<file path="src/rtl/sdhost_evt_pkg.sv">
package sdhost_evt_pkg;
  localparam int STAT_W = 32;
  localparam int IEN_W  = 16;

  // positions that hold write-one-to-clear flags
  localparam logic [STAT_W-1:0] STICKY_MASK = 32'hC000_782F;
  // positions that mirror live levels
  localparam logic [STAT_W-1:0] LEVEL_MASK  = 32'h3C00_00C0;
  // writable interrupt enable bits
  localparam logic [IEN_W-1:0]  IEN_MASK    = 16'hE007;

  localparam int TOK_LSB = 9;
  localparam int TOK_W   = 2;

  // aligns interrupt-capable status flags to their enable positions
  function automatic logic [IEN_W-1:0] irq_sources(input logic [STAT_W-1:0] st);
    logic [IEN_W-1:0] s;
    s     = '0;
    s[0]  = st[11];
    s[1]  = st[12];
    s[2]  = st[13];
    s[13] = st[14];
    s[14] = st[30];
    s[15] = st[31];
    return s;
  endfunction
endpackage

</file>
<file path="src/rtl/evt_sticky_bank.sv">
module evt_sticky_bank #(
  parameter int                W    = 32,
  parameter logic [W-1:0]      MASK = '1
) (
  input  logic         clk,
  input  logic         rst_n,
  input  logic [W-1:0] set_i,
  input  logic [W-1:0] clr_i,
  output logic [W-1:0] q_o
);
  logic [W-1:0] nxt;
  logic         unused_nonsticky;

  always_comb begin
    nxt = (q_o & ~clr_i) | set_i;  // set beats clear
  end

  assign unused_nonsticky = ^{set_i & ~MASK, clr_i & ~MASK};

  for (genvar i = 0; i < W; i++) begin : g_bit
    if (MASK[i]) begin : g_flag
      logic en;
      assign en = set_i[i] | clr_i[i];
      always_ff @(posedge clk or negedge rst_n) begin
        if (!rst_n)  q_o[i] <= 1'b0;
        else if (en) q_o[i] <= nxt[i];
      end

      AST_SET_WINS: assert property (@(posedge clk) disable iff (!rst_n)
        set_i[i] |=> q_o[i]);
      AST_W1C_CLEARS: assert property (@(posedge clk) disable iff (!rst_n)
        (clr_i[i] && !set_i[i]) |=> !q_o[i]);
      AST_FLAG_HOLDS: assert property (@(posedge clk) disable iff (!rst_n)
        (!clr_i[i] && !set_i[i]) |=> $stable(q_o[i]));
    end else begin : g_none
      assign q_o[i] = 1'b0;
    end
  end
endmodule

</file>
<file path="src/rtl/evt_crc_token.sv">
module evt_crc_token #(
  parameter int TW = 2
) (
  input  logic          clk,
  input  logic          rst_n,
  input  logic          vld_i,
  input  logic [TW-1:0] tok_i,
  output logic [TW-1:0] tok_o
);
  logic [TW-1:0] tok_nxt;

  always_comb begin
    tok_nxt = tok_i;
  end

  always_ff @(posedge clk or negedge rst_n) begin
    if (!rst_n)     tok_o <= '0;
    else if (vld_i) tok_o <= tok_nxt;
  end

  AST_TOK_HOLDS: assert property (@(posedge clk) disable iff (!rst_n)
    !vld_i |=> $stable(tok_o));
  AST_TOK_TAKES: assert property (@(posedge clk) disable iff (!rst_n)
    vld_i |=> (tok_o == $past(tok_i)));
endmodule

</file>
<file path="src/rtl/evt_irq_reg.sv">
module evt_irq_reg #(
  parameter int N = 16
) (
  input  logic         clk,
  input  logic         rst_n,
  input  logic [N-1:0] ien_i,
  input  logic [N-1:0] src_i,
  output logic         irq_o
);
  logic pend;

  always_comb begin
    pend = |(ien_i & src_i);
  end

  always_ff @(posedge clk or negedge rst_n) begin
    if (!rst_n) irq_o <= 1'b0;
    else        irq_o <= pend;
  end

  AST_IRQ_RISES: assert property (@(posedge clk) disable iff (!rst_n)
    (|(ien_i & src_i)) |=> irq_o);
  AST_IRQ_QUIET: assert property (@(posedge clk) disable iff (!rst_n)
    !(|(ien_i & src_i)) |=> !irq_o);
endmodule

</file>
<file path="src/rtl/sdhost_evt_status.sv">
module sdhost_evt_status
  import sdhost_evt_pkg::*;
#(
  parameter int                ADDR_W    = 2,
  parameter logic [ADDR_W-1:0] STAT_ADDR = 0,
  parameter logic [ADDR_W-1:0] IEN_ADDR  = 1
) (
  input  logic              clk,
  input  logic              rst_n,
  input  logic [ADDR_W-1:0] bus_addr,
  input  logic              bus_wr_en,
  input  logic [31:0]       bus_wdata,
  output logic [31:0]       bus_rdata,
  input  logic [31:0]       evt_pulse,
  input  logic              buf_rd_rdy,
  input  logic              buf_wr_rdy,
  input  logic [1:0]        half_empty,
  input  logic [1:0]        half_full,
  input  logic              crc_tok_vld,
  input  logic [1:0]        crc_tok,
  output logic              irq
);
  logic              wr_stat, wr_ien;
  logic [STAT_W-1:0] set_v, clr_v, flags, level_v, tok_v, stat_word;
  logic [TOK_W-1:0]  tok_q;
  logic [IEN_W-1:0]  ien_q, ien_nxt, src_v;
  logic              unused_wbits;

  always_comb begin
    wr_stat = bus_wr_en && (bus_addr == STAT_ADDR);
    wr_ien  = bus_wr_en && (bus_addr == IEN_ADDR);
    set_v   = evt_pulse & STICKY_MASK;
    clr_v   = wr_stat ? (bus_wdata & STICKY_MASK) : '0;
  end

  evt_sticky_bank #(.W(STAT_W), .MASK(STICKY_MASK)) u_flags (
    .clk  (clk),
    .rst_n(rst_n),
    .set_i(set_v),
    .clr_i(clr_v),
    .q_o  (flags)
  );

  evt_crc_token #(.TW(TOK_W)) u_tok (
    .clk  (clk),
    .rst_n(rst_n),
    .vld_i(crc_tok_vld),
    .tok_i(crc_tok),
    .tok_o(tok_q)
  );

  // enable register: next-state and register kept apart
  always_comb begin
    ien_nxt = bus_wdata[IEN_W-1:0] & IEN_MASK;
  end

  always_ff @(posedge clk or negedge rst_n) begin
    if (!rst_n)      ien_q <= '0;
    else if (wr_ien) ien_q <= ien_nxt;
  end

  assign unused_wbits = ^bus_wdata[STAT_W-1:IEN_W];

  always_comb begin
    level_v       = '0;
    level_v[29]   = half_empty[1];
    level_v[28]   = half_empty[0];
    level_v[27]   = half_full[1];
    level_v[26]   = half_full[0];
    level_v[7]    = buf_rd_rdy;
    level_v[6]    = buf_wr_rdy;
    tok_v         = '0;
    tok_v[TOK_LSB +: TOK_W] = tok_q;
    stat_word     = flags | level_v | tok_v;
    src_v         = irq_sources(flags);
  end

  evt_irq_reg #(.N(IEN_W)) u_irq (
    .clk  (clk),
    .rst_n(rst_n),
    .ien_i(ien_q),
    .src_i(src_v),
    .irq_o(irq)
  );

  always_comb begin
    if (bus_addr == STAT_ADDR)     bus_rdata = stat_word;
    else if (bus_addr == IEN_ADDR) bus_rdata = {{(STAT_W-IEN_W){1'b0}}, ien_q};
    else                           bus_rdata = '0;
  end

  AST_IEN_WRITE: assert property (@(posedge clk) disable iff (!rst_n)
    wr_ien |=> (ien_q == ($past(bus_wdata[IEN_W-1:0]) & IEN_MASK)));
  AST_IEN_HOLD: assert property (@(posedge clk) disable iff (!rst_n)
    !wr_ien |=> $stable(ien_q));
  AST_ERR_NO_IRQ: assert property (@(posedge clk) disable iff (!rst_n)
    ((src_v & ien_q) == '0) |=> !irq);
endmodule

</file>
<file path="config.mk">
export PLATFORM = sky130hd
export DESIGN_NAME = sdhost_evt_status
export DESIGN_NICKNAME = d
export VERILOG_FILES = /design/src/rtl/sdhost_evt_pkg.sv /design/src/rtl/evt_sticky_bank.sv /design/src/rtl/evt_crc_token.sv /design/src/rtl/evt_irq_reg.sv /design/src/rtl/sdhost_evt_status.sv
export SDC_FILE = /design/constraint.sdc
export NUM_CORES = 1
export LEC_CHECK = 0
export BUFFER_PORTS_ARGS = -buffer_cell sky130_fd_sc_hd__buf_4
export CAP_MARGIN = 20
export CORE_UTILIZATION = 30
export CTS_BUF_LIST = sky130_fd_sc_hd__clkbuf_16
export DETAILED_ROUTE_END_ITERATION = 8
export PLACE_DENSITY_LB_ADDON = 0.2
export SYNTH_ARGS = -nofsm -noshare
export SYNTH_HDL_FRONTEND = slang
export SYNTH_SLANG_ARGS = --single-unit
</file>
<file path="constraint.sdc">
create_clock -name clk -period 1.3 [get_ports clk]
set_clock_uncertainty 0.05 [all_clocks]
set_input_delay 0.195 -clock clk [delete_from_list [all_inputs] [get_ports clk]]
set_output_delay 0.195 -clock clk [all_outputs]
set_load 0.02 [all_outputs]
</file>
Word level (Yosys, flattened, before mapping)
Index checks and enable logic that the tools add are counted.
Widths: inputs -> output; s select.
{"block": "word_totals", "reg_bits": 20, "latchBits": 0, "ramBits": 0, "rom_bits": 0, "in_bits": 78, "output_inout_bits": 33, "wordCells": 39, "mem_count": 0}
{"block": "op_classes", "add_sub_neg": 0, "n_mul": 0, "div": 0, "order_cmp": 0, "n_eq_ne": 1, "shift": 0, "n_mux": 3, "bitwise_logic": 17, "reduce_logical": 4}
{"cell": "$mux 32", "n": 2}
{"cell": "$and 32x32->32", "n": 1}
{"cell": "$not 32->32", "n": 1}
{"cell": "$or 32x11->32", "n": 1}
{"cell": "$or 32x30->32", "n": 1}
{"cell": "$or 32x32->32", "n": 1}
{"cell": "$and 16x16->16", "n": 1}
{"cell": "$mux 16", "n": 1}
{"cell": "$reduce_or 16->1", "n": 1}
{"cell": "$or 1x1->1", "n": 11}
{"cell": "$eq 2x1->1 const B", "n": 1}
{"cell": "$logic_and 1x1->1", "n": 2}
{"cell": "$logic_not 2->1", "n": 1}

Depth between registers and ports, before layout
Gate-level depths: netlist of run 1.
{"block": "logic_depth", "depth_word": 6, "mapped_depth": 5, "ltp_nobuf": 2}

Modules after synthesis
Synthesis of run 1 repeated with hierarchy kept, for this count alone.
{"block": "hier_totals", "hier_cells": 139, "hier_area_um2": 1388.8}
{"mod": "sdhost_evt_status", "instances": 1, "cells_per_inst": 70, "area_each_um2": 629.4, "seq_area_each_um2": 150.1}
{"mod": "evt_sticky_bank", "instances": 1, "cells_per_inst": 55, "area_each_um2": 560.5, "seq_area_each_um2": 275.3}
{"mod": "evt_irq_reg", "instances": 1, "cells_per_inst": 10, "area_each_um2": 126.4, "seq_area_each_um2": 25.0}
{"mod": "evt_crc_token", "instances": 1, "cells_per_inst": 4, "area_each_um2": 72.6, "seq_area_each_um2": 50.0}

Least setup slack after synthesis of run 1
OpenSTA, ideal clock, no wires.
{"block": "synth_path", "path_kind": "input port to output port", "start": "in bus_addr[0]", "end": "out bus_rdata[10]", "t_arrival_ns": 1.025, "t_required_ns": 1.055, "slack_ns": 0.030, "stages": 5, "n_path_buf": 3, "cell_sequence": "buf_2 > buf_6 > nor2_4 > clkbuf_1 > and2_1"}
{"block": "synth_between", "elab_chain_len": 2}
{"element": "start: declaration", "line": "sdhost_evt_status.sv:10", "source": "input logic [ADDR_W-1:0] bus_addr,"}
{"element": "$logic_not 2->1", "line": "sdhost_evt_status.sv:87", "source": "if (bus_addr == STAT_ADDR) bus_rdata = stat_word;"}
{"element": "$mux 32", "line": "sdhost_evt_status.sv:87"}
{"element": "end: declaration", "line": "sdhost_evt_status.sv:13", "source": "output logic [31:0] bus_rdata,"}
No other way between the ends.

Worst setup path after layout of run 1
{"block": "layout_path", "start": "reg ien_q[14]", "end": "out bus_rdata[14]"}
{"block": "layout_between", "elab_chain_len": 2}
{"element": "start: declaration", "line": "sdhost_evt_status.sv:26", "source": "logic [IEN_W-1:0] ien_q, ien_nxt, src_v;"}
{"element": "start signal: assignment", "line": "sdhost_evt_status.sv:59", "source": "else if (wr_ien) ien_q <= ien_nxt;"}
{"element": "$mux 16", "line": "sdhost_evt_status.sv:88", "source": "else if (bus_addr == IEN_ADDR) bus_rdata = {{(STAT_W-IEN_W){1'b0}}, ien_q};"}
{"element": "$mux 32", "line": "sdhost_evt_status.sv:87"}
No other way between the ends.

==> flow_summary_export.csv, run 1 <==
group,metric,value,unit
detailed_routing,drt_iter0_markers,21,
detailed_routing,routed_wl,2516,µm
synthesis,ys.flop_type,"dfrtp_1",
synthesis,synth.distinct_cells,18,
die,die_w,64.35,µm
detailed_routing,viasPerCell,4.471,
sta,setup_viol,0,
setup_path,endpoint,"bus_rdata[14]",
detailed_routing,drc,0,
setup_path,worstPathArrival,1.00,ns
global_route,grt_max_degree,21,
finish,drive_above_1_share,46.84,%
sta,hold-worst-slack,0.06930,ns
setup_path,crit_cells,3,
placed_design,port_buffers,57,
flow_run,maxCapViolations,0,
sta,slew_viol_final,0,
detailed_routing,wl_per_cell,12.21,µm
setup_path,worst-r2r-cell-count,3,
placed_design,place_ws,0.09138,ns
sta,rsz0062_at_grt,"true",
clock_tree,clock_sinks,20,
placed_design,place_congestion,0.7867,
clock_tree,cts-buffers-inserted,3,
setup_path,cp_top_family,"flip-flops",
setup_path,regToRegEndpoint,"u_irq.irq_o$_DFF_PN0_",
finish,nNetsFinal,238,
global_route,grt_usage,13.24,%
power_and_ir_drop,p_total,1.764,mW
worst_hold_path,hp-class,"in2reg",
synthesis,synth_top_area_share,42.92,%
setup_path,path_cells,"mux2i_1, nor2_1, buf_4",
placed_design,dp_cells,199,
synthesis,ys_warn_count,0,
global_route,grt_pass1_wl,4119,µm
synthesis,synth.largest_area_cell,"dfrtp_1",
die,die_h,64.35,µm
sta,fin_ws,0.05255,ns
synthesis,async_flop_share,100.0,%
setup_path,cp-start-kind,"register",
die,num_rows,22,
sta,hold_violations,0,
global_route,grt_overflow,0,
die,coreArea,3689,µm²
clock_tree,htreeDepth,1,
die,start_util,31.61,%
sta,fin_crit_sh,95.96,%
synthesis,synth.avg_cell_area,11.66,µm²
detailed_routing,vias,921,
setup_path,cp_max_fo,3,
detailed_routing,firstDrtPassIters,4,
global_route,grt_pass1_vias,892,
power_and_ir_drop,pwr_density_cell,1057,nW/µm²
synthesis,synth-seq-area-share,42.92,%
clock_tree,cts_max_path_buffers,2,
clock_tree,clock_latency,0.25,ns
sta,layout_min_cycle_time,1.247,ns
setup_path,worst-setup-path-type,"reg2out",
power_and_ir_drop,leakage,0.7803,nW
status,outcome,"completed",
clock_tree,cts_tree,"built",
synthesis,synth_most_common_cell,"dfrtp_1",
synthesis,ys_ff_latch,20,
global_route,antenna_found_initial,0,
setup_path,cp_slowest_cell,"dfrtp_1",
die,die-area,4140,µm²
setup_path,cp-end-kind,"output pin",
setup_path,crit_path_start,"ien_q[14]$_DFFE_PN0P_",
synthesis,ys_top_cells_by_count,"dfrtp_1, and2_1, buf_4, a21o_1, nand4bb_1",
finish,diodes,0,
synthesis,synth_area_leaders,"dfrtp_1, nand4bb_1, buf_4",
setup_path,cpPeakStageDelay,0.40,ns
finish,syn_to_final_growth,43.13,%
sta,fmax,0.8016,GHz
placed_design,dp_hpwl,1903,µm
clock_tree,cts.repair.resized,0,
clock_tree,root_buffer,"clkbuf_16",
setup_path,reg2reg_from,"ien_q[2]$_DFFE_PN0P_",
setup_path,path_buf_inv,1,
setup_path,regToRegSetupSlack,0.32,ns
synthesis,synth_edf_count,0,
clock_tree,clkTransAtPathRegs,0.05,ns
die,num_io_pins,111,
detailed_routing,ant_nets,0,
power_and_ir_drop,peakVddDrop,0.6072,mV
synthesis,syn-cell-area,1166,µm²
finish,fin_cells,206,
setup_path,critPathRequiredTime,1.05,ns
synthesis,synthCells,100,
## cells in the final DEF (no fill, tap or decap)
| cell | n |
|---|---|
| nor2_4 | 1 |
| conb_1 | 12 |
| mux2_2 | 8 |
| a22oi_1 | 3 |
| and2_1 | 14 |
| nor2_1 | 5 |
| dfrtp_1 | 20 |
| clkbuf_16 | 3 |
| and3b_1 | 1 |
| buf_4 | 61 |
| nand3_1 | 1 |
| dlygate4sd3_1 | 1 |
| nand4bb_1 | 11 |
| nand3b_4 | 1 |
| mux2i_1 | 5 |
| a21o_1 | 11 |
## power by group
part           leakage (nW)  switching [mW]  internal [mW]
Clock                0.0370           0.210          0.405
Combinational         0.540           0.204          0.231
Sequential            0.204          0.0340          0.679
## kinds of logic after synthesis
group	Yosys count	synth area share, %
AOI/OAI and AO/OA	14	9.013
buffers and inverters	18	12.12
DFF	20	42.92
muxes	13	12.02
other	1	0.3216
and+or+nand+nor	34	23.60
## cell type report
class	instances	area [µm²]
Timing Repair Buffer	62	467.9
Clock buffer	3	75.07
Multi-Input combinational cell	73	565.5
Fill cell	368	2019
Sequential cell	20	500.5
Tap cell	48	60.06
## metrics by stage
| step | cell area [µm²] | setup TNS [ns] | util (%) |
|---|---|---|---|
| finish | 1669 | 0 | 45.25 |
| global route | 1669 | -0.003596 | 45.25 |
| CTS | 1647 | 0 | 44.64 |
| detailed placement | 1562 | 0 | 42.33 |
| global placement | 1562 | 0 | 42.33 |
| floorplan | 1207 | 0 | - |
## timing repair
item / CTS / global route
hold buffers: 1 / 0
buffers inserted: 0 / 3
endpoints found under the setup margin: 0 / 2
endpoints found under the hold margin: 20 / 0
## flip-flops by register name, indices dropped and copies added, names as in the netlist
register     count
ien_q            6
u_tok.tok_o      2
u_flags.q_o     11
u_irq.irq_o      1
## how the worst min path moves through the flow
stage	from	slack, ns	end	cells past startpoint
2_1_floorplan	rst_n	-0.15	ien_q[0]$_DFFE_PN0P_	0
3_3_place_gp	rst_n	0.04	u_flags.q_o[1]$_DFFE_PN0P_	1
3_5_place_dp	rst_n	0.04	u_flags.q_o[1]$_DFFE_PN0P_	1
4_1_cts	evt_pulse[14]	0.07	u_flags.q_o[14]$_DFFE_PN0P_	2
5_1_grt	evt_pulse[14]	0.07	u_flags.q_o[14]$_DFFE_PN0P_	2
6_report	evt_pulse[14]	0.07	u_flags.q_o[14]$_DFFE_PN0P_	2
## routing by layer
layer | vias up | global-route usage, % | part of all wire [%]
li1 | 443 | - | -
met1 | 428 | 15.99 | 45
met2 | 45 | 22.24 | 46
met3 | 5 | 3.036 | 7.1
met4 | 0 | 5.833 | 1.4
met5 | - | 0 | 0
No activity file was read; power rests on OpenSTA's default activity.
==> run 2: changes to the inputs <==
--- a/config.mk
+++ b/config.mk
@@ -7,6 +7,7 @@
 export LEC_CHECK = 0
 export BUFFER_PORTS_ARGS = -buffer_cell sky130_fd_sc_hd__buf_4
 export CAP_MARGIN = 20
+export CORE_MARGIN = 1
 export CORE_UTILIZATION = 30
 export CTS_BUF_LIST = sky130_fd_sc_hd__clkbuf_16
 export DETAILED_ROUTE_END_ITERATION = 8
==> constraint.sdc (replaced) <==
create_clock -name clk -period 1.1 [get_ports clk]
set_clock_uncertainty 0.05 [all_clocks]
set_input_delay 0.165 -clock clk [delete_from_list [all_inputs] [get_ports clk]]
set_output_delay 0.165 -clock clk [all_outputs]
set_load 0.02 [all_outputs]
==> flow_summary_export.csv, run 2 (same netlist as run 1, synthesis figures left out) <==
group,metric,value,unit
finish,final_util,53.53,%
power_and_ir_drop,leakage,0.9349,nW
status,outcome,"complete, but fails checks",
clock_tree,clock_latency,0.25,ns
setup_path,critPathRequiredTime,0.88,ns
clock_tree,cts-buffers-inserted,3,
detailed_routing,vias,1024,
finish,diodes,0,
detailed_routing,viasPerCell,4.472,
detailed_routing,firstDrtPassIters,2,
sta,fin_ws,-0.1213,ns
placed_design,place_congestion,0.7503,
power_and_ir_drop,power_frac_comb,30.9,%
die,die_w,64.35,µm
power_and_ir_drop,seq_power_share,36.4,%
finish,drive_above_1_share,61.88,%
sta,setup_viol,8,
power_and_ir_drop,swShare,26.05,%
detailed_routing,ant_nets,0,
flow_run,maxCapViolations,0,
worst_hold_path,hp-class,"in2reg",
finish,nNetsFinal,261,
power_and_ir_drop,peakVddDrop,0.6368,mV
sta,hold-worst-slack,0.03342,ns
clock_tree,cts_max_path_buffers,2,
die,coreArea,3689,µm²
die,num_io_pins,111,
global_route,antenna_found_initial,0,
finish,regMostFlops,"u_flags.q_o",
placed_design,port_buffers,57,
clock_tree,root_buffer,"clkbuf_16",
setup_path,cp_max_fo,2,
detailed_routing,wl_per_cell,13.14,µm
global_route,grt_overflow,0,
sta,slew_viol_final,0,
clock_tree,clkTransAtPathRegs,0.06,ns
setup_path,cp-end-kind,"output pin",
finish,largest_reg_flops,11,
setup_path,cp-start-kind,"register",
power_and_ir_drop,pwr_density_cell,1161,nW/µm²
sta,fmax,0.8188,GHz
die,die-area,4140,µm²
setup_path,worstPathArrival,1.01,ns
sta,rsz0062_at_grt,"true",
global_route,grt_pass1_vias,1036,
power_and_ir_drop,clockPowerShare,32.7,%
finish,final_cell_mix,"buf_4, dfrtp_1, conb_1, buf_6",
global_route,grt_pass1_wl,4843,µm
clock_tree,clock_sinks,20,
power_and_ir_drop,p_sw,596.9,µW
sta,fin_crit_sh,111.0,%
status,failed_checks,"negative setup slack",
finish,reg_top3,"u_flags.q_o x11, ien_q x6, u_tok.tok_o x2",
global_route,grt_max_degree,21,
sta,hold_violations,0,
global_route,grt_usage,15.45,%
die,start_util,31.61,%
die,die_h,64.35,µm
placed_design,dp_hpwl,2130,µm
setup_path,worst-setup-path-type,"reg2out",
finish,mostFrequentLayoutCell,"buf_4",
clock_tree,htreeDepth,1,
detailed_routing,drc,0,
die,num_rows,22,
power_and_ir_drop,intPower,1.695,mW
sta,layout_min_cycle_time,1.221,ns
detailed_routing,drt_iter0_markers,25,
detailed_routing,routed_wl,3009,µm
clock_tree,cts_tree,"built",
finish,syn_to_final_growth,69.31,%
run 2: changes by cell type in the layout (fill, tap and decap cells not counted), sizes merged:
cell | before | now
buf | 61 | 84
run 2: layout make-up:
type | count | area [µm²]
Sequential cell | 20 | 500.5
Tap cell | 48 | 60.06
Fill cell | 336 | 1714
Clock buffer | 3 | 75.07
Timing Repair Buffer | 85 | 735.7
Multi-Input combinational cell | 73 | 603.1
run 2: metrics by stage:
stage	setup slack, ns	std cells	total power [mW]	setup TNS (ns)	cell area [µm²]
floorplan	-0.01195	111	1.171	-0.1195	1221
global placement	-0.009780	204	1.380	-0.05429	1649
detailed placement	-0.02520	204	1.391	-0.1997	1649
CTS	-0.1041	224	2.260	-0.5423	1913
global route	-0.1791	229	2.399	-1.074	1974
finish	-0.1213	229	2.292	-0.5307	1974
run 2: timing repair:
item,4_1_cts,5_1_grt
endpoints found under the hold margin,20,0
cloned,0,0
resized for setup,17,6
hold buffers,1,0
buffers inserted,16,5
pin swaps,2,3
setup endpoints to repair,18,20
run 2: critical path, stage by stage (launching register included):
cell and delay [ns]:
dfrtp_1 0.38, mux2i_1 0.14, nor2_1 0.07, buf_4 0.16
run 2: power groups by stage:
| stage | clock network [mW] | logic, mW | registers, mW |
|---|---|---|---|
| floorplan | 0 | 0.323 | 0.849 |
| global placement | 0 | 0.523 | 0.857 |
| detailed placement | 0 | 0.531 | 0.861 |
| CTS | 0.762 | 0.664 | 0.834 |
| global route | 0.796 | 0.758 | 0.844 |
| finish | 0.749 | 0.708 | 0.835 |
run 2: path summary, 6_finish.rpt:
| path | startpoint | endpoint | slack, ns | cells after the start |
|---|---|---|---|---|
| setup reg to reg | ien_q[2]$_DFFE_PN0P_ | u_irq.irq_o$_DFF_PN0_ | 0.03 | 4 |
| setup / recovery | ien_q[14]$_DFFE_PN0P_ | bus_rdata[14] | -0.12 | 3 |
| max in group asynchronous | rst_n | u_flags.q_o[3]$_DFFE_PN0P_ | 0.50 | 2 |
| hold / removal | evt_pulse[31] | u_flags.q_o[31]$_DFFE_PN0P_ | 0.03 | 2 |
| hold reg to reg | u_flags.q_o[1]$_DFFE_PN0P_ | u_flags.q_o[1]$_DFFE_PN0P_ | 0.42 | 1 |
| min in group asynchronous | rst_n | u_flags.q_o[2]$_DFFE_PN0P_ | 0.28 | 2 |
run 2: routing by layer:
| layer | vias up | GRT usage (%) | routed length, µm |
|---|---|---|---|
| met4 | 0 | 5.833 | 43 |
| li1 | 491 | - | - |
| met5 | - | 0 | 0 |
| met3 | 5 | 3.571 | 199 |
| met2 | 47 | 27.50 | 1548 |
| met1 | 481 | 17.73 | 1218 |
==> run 3: changes to the inputs <==
--- a/config.mk
+++ b/config.mk
@@ -11,6 +11,7 @@
 export CORE_UTILIZATION = 30
 export CTS_BUF_LIST = sky130_fd_sc_hd__clkbuf_16
 export DETAILED_ROUTE_END_ITERATION = 8
+export GPL_TIMING_DRIVEN = 1
 export PLACE_DENSITY_LB_ADDON = 0.2
 export SYNTH_ARGS = -nofsm -noshare
 export SYNTH_HDL_FRONTEND = slang
==> constraint.sdc (replaced) <==
create_clock -name clk -period 1 [get_ports clk]
set_clock_uncertainty 0.05 [all_clocks]
set_input_delay 0.15 -clock clk [delete_from_list [all_inputs] [get_ports clk]]
set_output_delay 0.15 -clock clk [all_outputs]
set_load 0.02 [all_outputs]
==> flow_summary_export.csv, run 3 (same netlist as run 1, synthesis figures left out) <==
group,metric,value,unit
detailed_routing,wl_per_cell,12.94,µm
detailed_routing,ant_nets,0,
die,num_rows,22,
sta,final.setup.tns,-1.681,ns
setup_path,reg2reg_from,"u_flags.q_o[13]$_DFFE_PN0P_",
setup_path,cp_top_family,"flip-flops",
finish,syn_to_final_growth,69.74,%
finish,fin_area,1979,µm²
clock_tree,root_buffer,"clkbuf_16",
finish,nNetsFinal,258,
sta,slew_viol_final,0,
placed_design,post_dp_cell_area,1657,µm²
die,die-area,4140,µm²
clock_tree,cts_max_path_buffers,2,
finish,regMostFlops,"u_flags.q_o",
power_and_ir_drop,swShare,25.63,%
finish,mostFrequentLayoutCell,"buf_4",
detailed_routing,vias,996,
clock_tree,htreeDepth,1,
detailed_routing,viasPerCell,4.407,
setup_path,regToRegEndpoint,"u_irq.irq_o$_DFF_PN0_",
global_route,grt_max_degree,21,
clock_tree,clkTransAtPathRegs,0.05,ns
placed_design,dp_hpwl,2090,µm
worst_hold_path,hp-start,"evt_pulse[1]",
setup_path,path_buf_inv,1,
detailed_routing,drc,0,
power_and_ir_drop,power_frac_comb,30.5,%
sta,fin_crit_sh,118.1,%
setup_path,worstPathArrival,0.98,ns
flow_run,maxCapViolations,0,
sta,hold-worst-slack,0.02404,ns
sta,setup_viol,17,
sta,rsz0062_at_grt,"true",
finish,final_util,53.66,%
setup_path,critPathRequiredTime,0.80,ns
setup_path,cp-start-kind,"register",
global_route,grt_pass1_wl,4560,µm
power_and_ir_drop,p_sw,637.8,µW
power_and_ir_drop,pwr_density_cell,1257,nW/µm²
detailed_routing,drt_iter0_markers,11,
worst_hold_path,holdPathEnd,"u_flags.q_o[1]$_DFFE_PN0P_",
setup_path,path_cells,"mux2i_1, nor2_1, buf_4",
placed_design,place_congestion,0.7365,
die,die_h,64.35,µm
die,num_io_pins,111,
clock_tree,cts_tree,"built",
sta,fin_ws,-0.1812,ns
worst_hold_path,hold_depth,2,
die,coreArea,3689,µm²
detailed_routing,firstDrtPassIters,2,
global_route,grt_pass1_vias,1009,
global_route,grt_overflow,0,
sta,hold_violations,0,
setup_path,worst-setup-path-type,"reg2out",
placed_design,dp_cells,205,
setup_path,cp_slowest_cell,"dfrtp_1",
clock_tree,cts-buffers-inserted,3,
global_route,antenna_found_initial,0,
power_and_ir_drop,clockPowerShare,32.6,%
setup_path,cpPeakStageDelay,0.38,ns
detailed_routing,routed_wl,2924,µm
power_and_ir_drop,peakVddDrop,0.8033,mV
finish,drive_above_1_share,62.36,%
finish,final_cell_mix,"buf_4, dfrtp_1, buf_6",
finish,fin_cells,226,
power_and_ir_drop,seq_power_share,36.9,%
worst_hold_path,hp-class,"in2reg",
clock_tree,clock_sinks,20,
power_and_ir_drop,leakage,0.9291,nW
placed_design,port_buffers,57,
finish,largest_reg_flops,11,
die,die_w,64.35,µm
power_and_ir_drop,intPower,1.850,mW
finish,fill_cells,333,
sta,layout_min_cycle_time,1.181,ns
setup_path,cp_max_fo,2,
global_route,grt_usage,14.25,%
setup_path,regToRegSetupSlack,0.03,ns
finish,diodes,0,
finish,reg_top3,"u_flags.q_o x11, ien_q x6, u_tok.tok_o x2",
status,failed_checks,"negative setup slack",
die,start_util,31.61,%
clock_tree,clock_latency,0.25,ns
setup_path,worst-r2r-cell-count,3,
status,outcome,"complete, but fails checks",
setup_path,cp-end-kind,"output pin",
sta,fmax,0.8466,GHz
## run 3: cell types whose count changed in the layout (fill, tap and decap cells not counted), moves of 2 or more
cell    change
buf_4       -7
and2_2      -4
buf_12      -2
buf_6       +4
and2_4      +5
## run 3: layout make-up
cell class | instances | area (µm²) | share of cell area (%)
timing repair buffer | 82 | 728.2 | 36.79
clock buffer | 3 | 75.07 | 3.793
multi-input combinational | 73 | 615.6 | 31.10
sequential | 20 | 500.5 | 25.28
tap | 48 | 60.06 | 3.034
## run 3: how the worst max path moves through the flow
stage,startpoint,endpoint,slack [ns],cells past startpoint
2_1_floorplan,bus_addr[0],bus_rdata[10],-0.03,5
3_3_place_gp,bus_addr[0],bus_rdata[0],-0.08,5
3_5_place_dp,bus_addr[0],bus_rdata[14],-0.08,5
4_1_cts,ien_q[14]$_DFFE_PN0P_,bus_rdata[14],-0.18,3
5_1_grt,ien_q[2]$_DFFE_PN0P_,bus_rdata[2],-0.25,3
6_report,u_flags.q_o[14]$_DFFE_PN0P_,bus_rdata[14],-0.18,3
## run 3: layer usage
metal	share of wire (%)	track usage (%)	vias to the layer above	routed length, µm
met1	40	16.54	458	1178
met2	52	26.32	44	1509
met3	7.5	3.036	2	220
met4	0.51	3.333	0	15
li1	-	-	492	-
met5	0	0	-	0
## run 3: stage by stage
stage | total power [mW] | worst slack (ns)
finish | 2.488 | -0.1812
floorplan | 1.312 | -0.03365
detailed placement | 1.539 | -0.07964
global placement | 1.528 | -0.08191
CTS | 2.469 | -0.1839
global route | 2.614 | -0.2478
## run 3: repair_timing
action                                  4_1_cts  5_1_grt
hold endpoints to repair                     20        0
cloned                                        0        1
gates resized for setup                      16        9
hold buffers                                  1        0
pin swaps                                     6        7
endpoints found under the setup margin       19       21
setup buffers                                13        7
## run 3: power groups by stage
stage	Clock [mW]	Sequential, mW	Combinational (mW)
floorplan	0	0.935	0.377
global placement	0	0.945	0.583
detailed placement	0	0.948	0.592
CTS	0.827	0.916	0.725
global route	0.870	0.926	0.817
finish	0.811	0.917	0.760
## run 3: worst register-to-register path: stages (launching register included)
cell and delay (ns):
dfrtp_1 0.38, buf_4 0.14, a22oi_2 0.18, nand3_1 0.10
